===== src/rtl/ilv_seq_pkg.sv =====
// Package: shared mode encoding for the interleaved capture sequencer.
// Assumes: dump_mode input uses 0 = capture, 1 = dump.
package ilv_seq_pkg;
    typedef enum logic {
        MODE_CAPTURE = 1'b0,
        MODE_DUMP    = 1'b1
    } seq_mode_e;
endpackage


===== src/rtl/ilv_seq_counter.sv =====
// Phase and shared-address counter.
// The phase rotates over NUM_ADC banks. The address steps when the phase wraps.
// clear has priority over advance.
// Assumes: NUM_ADC is a power of two, at least 2.
module ilv_seq_counter #(
    parameter int NUM_ADC = 4,
    parameter int ADDR_W  = 4,
    localparam int PH_W   = $clog2(NUM_ADC)
) (
    input  logic              clk,
    input  logic              rst_n,
    input  logic              clear,
    input  logic              advance,
    output logic [PH_W-1:0]   phase,
    output logic [ADDR_W-1:0] addr,
    output logic              at_last
);
    localparam logic [PH_W-1:0]   PH_LAST   = PH_W'(NUM_ADC - 1);
    localparam logic [ADDR_W-1:0] ADDR_LAST = {ADDR_W{1'b1}};

    logic phase_wrap;

    // Flag the phase that completes one address row.
    assign phase_wrap = (phase == PH_LAST);

    // Flag the final sample position.
    assign at_last = phase_wrap && (addr == ADDR_LAST);

    // Rotate the phase and step the address at each phase wrap.
    always_ff @(posedge clk) begin
        if (!rst_n || clear) begin
            phase <= '0;
            addr  <= '0;
        end else if (advance) begin
            if (phase_wrap) begin
                phase <= '0;
                addr  <= addr + ADDR_W'(1);
            end else begin
                phase <= phase + PH_W'(1);
            end
        end
    end

    // address steps only when the last phase advances.
    p_addr_step_r4: assert property (@(posedge clk) disable iff (!rst_n)
        (advance && !clear && phase_wrap) |=> (addr == $past(addr) + ADDR_W'(1)));

    // address holds on any non-wrapping step.
    p_addr_hold_r4: assert property (@(posedge clk) disable iff (!rst_n)
        (!clear && !(advance && phase_wrap)) |=> $stable(addr));

    // a clear rewinds both counters.
    p_clear_r9: assert property (@(posedge clk) disable iff (!rst_n)
        clear |=> (addr == '0 && phase == '0));
endmodule


===== src/rtl/ilv_bank_array.sv =====
// One RAM bank per converter.
// Bank k writes its own converter slice at the shared address.
// Readout selects one bank at the shared address.
// Assumes: the write enables are one-hot or zero; banks have no reset.
module ilv_bank_array #(
    parameter int NUM_ADC = 4,
    parameter int DATA_W  = 8,
    parameter int ADDR_W  = 4,
    localparam int PH_W   = $clog2(NUM_ADC),
    localparam int DEPTH  = 1 << ADDR_W
) (
    input  logic                      clk,
    input  logic                      rst_n,
    input  logic [NUM_ADC-1:0]        we,
    input  logic [ADDR_W-1:0]         addr,
    input  logic [NUM_ADC*DATA_W-1:0] wdata,
    input  logic [PH_W-1:0]           rd_bank,
    output logic [DATA_W-1:0]         rd_data
);
    logic [DATA_W-1:0] bank_out [NUM_ADC];

    for (genvar k = 0; k < NUM_ADC; k++) begin : g_bank
        logic [DATA_W-1:0] mem [DEPTH];

        // Store converter k's sample when this bank is enabled.
        always_ff @(posedge clk) begin
            if (we[k]) mem[addr] <= wdata[k*DATA_W +: DATA_W];
        end

        // Present this bank's word at the shared address.
        assign bank_out[k] = mem[addr];
    end

    // Select the bank named by the read phase.
    assign rd_data = bank_out[rd_bank];

    // never more than one bank written per edge.
    p_we_onehot_r2: assert property (@(posedge clk) disable iff (!rst_n)
        $onehot0(we));
endmodule


===== src/rtl/ilv_capture_sequencer.sv =====
// Top level of the interleaved capture and readout sequencer.
// - Capture: banks are written in rotating phase until the last address is full.
// - Dump: one sample per strobe rising edge, in time order.
// - A change of mode rewinds the counters and clears done.
// Assumes: dump_mode is synchronous to clk; dump_strobe is a slow level signal.
module ilv_capture_sequencer
    import ilv_seq_pkg::*;
#(
    parameter int NUM_ADC = 4,
    parameter int DATA_W  = 8,
    parameter int ADDR_W  = 4,
    localparam int PH_W   = $clog2(NUM_ADC)
) (
    input  logic                      clk,
    input  logic                      rst_n,
    input  logic                      dump_mode,
    input  logic [NUM_ADC*DATA_W-1:0] adc_data,
    input  logic                      dump_strobe,
    output logic [NUM_ADC-1:0]        bank_we,
    output logic [ADDR_W-1:0]         addr,
    output logic [DATA_W-1:0]         dump_data,
    output logic                      done
);
    seq_mode_e         mode_q;
    logic              strobe_q;
    logic              mode_change;
    logic              cap_active;
    logic              strobe_rise;
    logic              step_req;
    logic              advance;
    logic              done_set;
    logic              at_last;
    logic [PH_W-1:0]   phase;
    logic [DATA_W-1:0] rd_data;

    // Detect a request to switch modes.
    assign mode_change = (seq_mode_e'(dump_mode) != mode_q);

    // Capture runs only while settled in capture mode and not finished.
    assign cap_active = rst_n && !mode_change && (mode_q == MODE_CAPTURE) && !done;

    // Rising edge of the host strobe.
    assign strobe_rise = dump_strobe && !strobe_q;

    // One step is wanted per write in capture, or per strobe edge in dump.
    assign step_req = cap_active ||
                      (!mode_change && (mode_q == MODE_DUMP) && !done && strobe_rise);

    // Move forward unless at the last position; there, finish instead.
    assign advance  = step_req && !at_last;
    assign done_set = step_req && at_last;

    // Remember the mode in effect and the previous strobe level.
    always_ff @(posedge clk) begin
        if (!rst_n) begin
            mode_q   <= MODE_CAPTURE;
            strobe_q <= 1'b0;
        end else begin
            mode_q   <= seq_mode_e'(dump_mode);
            strobe_q <= dump_strobe;
        end
    end

    // Sticky done, cleared by a mode change.
    always_ff @(posedge clk) begin
        if (!rst_n || mode_change) done <= 1'b0;
        else if (done_set)         done <= 1'b1;
    end

    ilv_seq_counter #(
        .NUM_ADC (NUM_ADC),
        .ADDR_W  (ADDR_W)
    ) u_counter (
        .clk     (clk),
        .rst_n   (rst_n),
        .clear   (mode_change),
        .advance (advance),
        .phase   (phase),
        .addr    (addr),
        .at_last (at_last)
    );

    // Decode the phase into one write enable per bank.
    for (genvar k = 0; k < NUM_ADC; k++) begin : g_we
        assign bank_we[k] = cap_active && (phase == PH_W'(k));
    end

    ilv_bank_array #(
        .NUM_ADC (NUM_ADC),
        .DATA_W  (DATA_W),
        .ADDR_W  (ADDR_W)
    ) u_banks (
        .clk     (clk),
        .rst_n   (rst_n),
        .we      (bank_we),
        .addr    (addr),
        .wdata   (adc_data),
        .rd_bank (phase),
        .rd_data (rd_data)
    );

    // Readout is visible only once dump mode is in effect.
    assign dump_data = (mode_q == MODE_DUMP) ? rd_data : '0;

    // no write while dump is requested.
    p_no_write_dump_r10: assert property (@(posedge clk) disable iff (!rst_n)
        dump_mode |-> (bank_we == '0));

    // a finished capture writes nothing.
    p_full_stop_r5: assert property (@(posedge clk) disable iff (!rst_n)
        done |-> (bank_we == '0));

    // done holds until the mode changes.
    p_done_hold_r5: assert property (@(posedge clk) disable iff (!rst_n)
        (done && !mode_change) |=> done);

    // a mode change clears done on the next cycle.
    p_done_clear_r9: assert property (@(posedge clk) disable iff (!rst_n)
        mode_change |=> !done);

    // in dump, the address moves only after a strobe edge.
    p_one_step_r7: assert property (@(posedge clk) disable iff (!rst_n)
        ((mode_q == MODE_DUMP) && !mode_change && !strobe_rise) |=> $stable(addr));

    // in capture the address moves only after a write.
    p_strobe_ignored_r11: assert property (@(posedge clk) disable iff (!rst_n)
        ((mode_q == MODE_CAPTURE) && !mode_change && (bank_we == '0)) |=> $stable(addr));
endmodule


===== config.mk =====
export PLATFORM = sky130hd
export DESIGN_NAME = ilv_capture_sequencer
export DESIGN_NICKNAME = d
export VERILOG_FILES = /design/src/rtl/ilv_seq_pkg.sv /design/src/rtl/ilv_seq_counter.sv /design/src/rtl/ilv_bank_array.sv /design/src/rtl/ilv_capture_sequencer.sv
export SDC_FILE = /design/constraint.sdc
export NUM_CORES = 1
export LEC_CHECK = 0
export ABC_AREA = 0
export BUFFER_PORTS_ARGS = -buffer_cell sky130_fd_sc_hd__buf_2
export CORE_MARGIN = 3
export CORE_UTILIZATION = 55
export CTS_CLUSTER_SIZE = 40
export DETAILED_ROUTE_END_ITERATION = 12
export PLACE_DENSITY = 0.8
export SLEW_MARGIN = 20
export SYNTH_ARGS = -nofsm -noshare
export SYNTH_HDL_FRONTEND = slang
export SYNTH_SLANG_ARGS = --single-unit

===== constraint.sdc =====
create_clock -name clk -period 2.8 [get_ports clk]
set_clock_uncertainty 0.1 [all_clocks]
set_input_delay 0.28 -clock clk [delete_from_list [all_inputs] [get_ports clk]]
set_output_delay 0.28 -clock clk [all_outputs]
set_load 0.01 [all_outputs]

==> impl_metrics.tcl <==
set metrics [dict create \
    yosys_warnings 0 \
    cap_violations 0 \
    relSlewSlack 0.6132 \
    crit_path_start_kind "register" \
    hp-class "in2reg" \
    async_flop_share 0 \
    ff2ff_setup_slack_ns 0.40 \
    cts_sinks 525 \
    r2r_end "u_counter.addr[3]" \
    ant_nets 0 \
    yosysSeqAreaShare 0.7548 \
    cts_buffer_depth 3 \
    p_leak_uw 0.008128 \
    reg2reg_from "mode_q" \
    yosysMostFrequentCell "edfxtp_1" \
    netlist_top_cells_area "edfxtp_1, mux4_2, mux2i_1, mux4_1, nor2_1" \
    max_slew.worst_pin.slew_ns 0.5789 \
    die-area_sq_um 40030 \
    cpPeakStageDelay_ns 0.50 \
    cp-end-kind "output pin" \
    design.core.area_sq_um 36870 \
    htreeDepth 2 \
    hold_viol_final 0 \
    synth_edf_count 512 \
    layout.nets 1286 \
    cpMaxStageDelayCell "mux4_2" \
    drt-initial-drc-count 1552 \
    grt_pass1_wl_mm 78.32 \
    grt_pass1_vias 11610 \
    ys_types 51 \
    synth_area_leader_cell "edfxtp_1" \
    total_power_uw 15610 \
    path_max_fanout 7 \
    fp.dieW_um 200.1 \
    clk_pin_slew_ns 0.06 \
    start_util 0.5618 \
    drv_slew 0 \
    io_pins 53 \
    ys_ff_latch 525 \
    vias_per_cell 6.441 \
    ctsRootBufferMaster "clkbuf_16" \
    violations "setup timing" \
    syn-instance-count 1007 \
    synth_flop_cell "edfxtp_1" \
    ir_drop_uv 505.5 \
    status "complete, but fails checks" \
    syn_avg_cell_area_sq_um 20.57 \
    wl_per_cell_um 29.64 \
    grt.total_usage 0.2723 \
    path_cells "buf_12 > buf_16 > buf_12 > mux4_2 > mux2i_1 > mux2i_1 > o211ai_1 > o31ai_2 > buf_2" \
    stdcell_count 1783 \
    cp_top_family "multiplexers" \
    globalplace.congestion 0.9176 \
    post-dp-hpwl_mm 30.17 \
    timing.critical_path.arrival_ns 2.70 \
    clkLatencyLatePin_ns 0.57 \
    port_buffers 52 \
    setup_slack_ns -0.2763 \
    grt_overflow_total 0 \
    numCtsBuffers 50 \
    fmax_ghz 0.3251 \
    area_growth_pct 21.76 \
    grt_start_max_net_pins 32 \
    fin_crit_sh 1.099 \
    drc 0 \
    whs_endpoint "u_banks.g_bank[2].mem[1][2]" \
    rr_worst_depth 7 \
    path_buf_inv 4 \
    layout-drive-gt1-share 0.3811 \
    wl_mm 52.85 \
    drt_first_pass_iters 6 \
    hp-start "adc_data[18]" \
    die_height_um 200.1 \
    syn_area_sq_um 20710 \
    critical_path_class "reg2out" \
    hold_depth 1 \
    cts_tree "done" \
    num_vias 11480 \
    netlist_top_cells_count "edfxtp_1, mux4_2, nor2_1" \
    grt_setup_unrepaired "yes" \
    grt_antenna_before_repair 0 \
    cellPowerDensity_nw_per_um2 618.8 \
    setup_violations 8 \
    fp-row-count 70 \
    critical_path_required_ns 2.42 \
    post-route-min-period_ns 3.076 \
    synthesis.nets 1052 \
    synth_top_area_frac 0.7423 \
    dp_cells 1623 \
]
## placed cells by master, fill, tap and decap left out, types with 11 or more instances in the layout
cell | Yosys | layout
buf_2 | 18 | 50
buf_12 | 1 | 21
nor2_1 | 84 | 83
mux2i_1 | 39 | 17
edfxtp_1 | 512 | 512
clkbuf_1 | 12 | 13
nor2b_1 | 12 | 11
mux2_2 | 20 | 20
buf_4 | 7 | 121
clkbuf_16 | 0 | 53
dlygate4sd3_1 | 0 | 25
mux2i_4 | 0 | 13
mux4_2 | 104 | 111
nand2_1 | 33 | 25
## stage by stage
| step | TNS, ns | utilization | worst slack, ns | hold slack [ns] | instance area (sq um) |
|---|---|---|---|---|---|
| final | -1.700 | 0.6840 | -0.2763 | 0.007512 | 25220 |
| after global routing | -2.120 | 0.6839 | -0.3487 | 0.007872 | 25220 |
| after CTS | -1.708 | 0.6798 | -0.2636 | 0.0006024 | 25070 |
| after detailed placement | 0 | 0.6035 | 0.05941 | 0.4171 | 22250 |
| after global placement | 0 | 0.6035 | 0.02995 | 0.4040 | 22250 |
| after floorplan | 0 | - | 0.5410 | 0.2789 | 20710 |
## sequential cells by signal (all words and copies together) (netlist names), named ones only
signal / count
strobe_q: 1
done: 1
u_counter.phase: 2
u_banks.g_bank.mem: 512
u_counter.addr: 4
mode_q: 1
## routing by layer
metal	track usage	share of wire	vias to the layer above
met5	0	0	-
met2	0.4374	0.49	787
met1	0.3680	0.36	5896
met3	0.06999	0.11	185
li1	-	-	4616
met4	0.1013	0.046	0
## worst max-delay path by stage
stage | start | to | slack [ns] | cells after the start
after floorplan | mode_q | u_banks.g_bank[2].mem[10][0] | 0.54 | 5
after detailed placement | register | dump_data[7] | 0.06 | 8
after global placement | register | dump_data[4] | 0.03 | 6
after global routing | register | dump_data[3] | -0.35 | 9
final | register | dump_data[3] | -0.28 | 9
after CTS | register | dump_data[3] | -0.26 | 9
## area by class of cell
| cell class | count | area (sq um) |
|---|---|---|
| Tap cell | 504 | 630.6 |
| Sequential cell | 525 | 15650 |
| Clock inverter | 23 | 235.2 |
| Inverter | 10 | 37.54 |
| Clock buffer | 66 | 1375 |
| Fill cell | 2124 | 11650 |
| Antenna cell | 1 | 2.502 |
| Timing Repair Buffer | 232 | 2117 |
| Multi-Input combinational cell | 422 | 5174 |
## cell families (layout without fill, tap and decap cells)
| group | after synthesis | after routing | share of synthesized area |
|---|---|---|---|
| flip-flops | 525 | 525 | 0.7548 |
| multiplexers | 177 | 177 | 0.1606 |
| AND/OR/NAND/NOR | 166 | 166 | 0.03655 |
| AO/OA/AOI/OAI | 68 | 68 | 0.02362 |
| buffers and inverters | 60 | 331 | 0.01818 |
| adder cells (fa/ha/maj) | 9 | 9 | 0.005437 |
| XOR/XNOR | 2 | 2 | 0.0008458 |
| other | 0 | 1 | 0 |
## repair_timing
| action | in CTS | in global routing |
|---|---|---|
| setup buffers | 35 | 13 |
| hold buffers | 25 | 0 |
| hold endpoints to repair | 287 | 0 |
| endpoints found under the setup margin | 10 | 9 |
| gates cloned | 6 | 0 |
| pin swaps | 22 | 21 |
| gates resized for setup | 90 | 41 |
## power by group
part	total [uW]	switching, uW	internal [uW]
registers	8630	8.00	8620
logic	306	208	97.9
clock network	6670	2770	3900
Power figures use the tool's default switching activity.
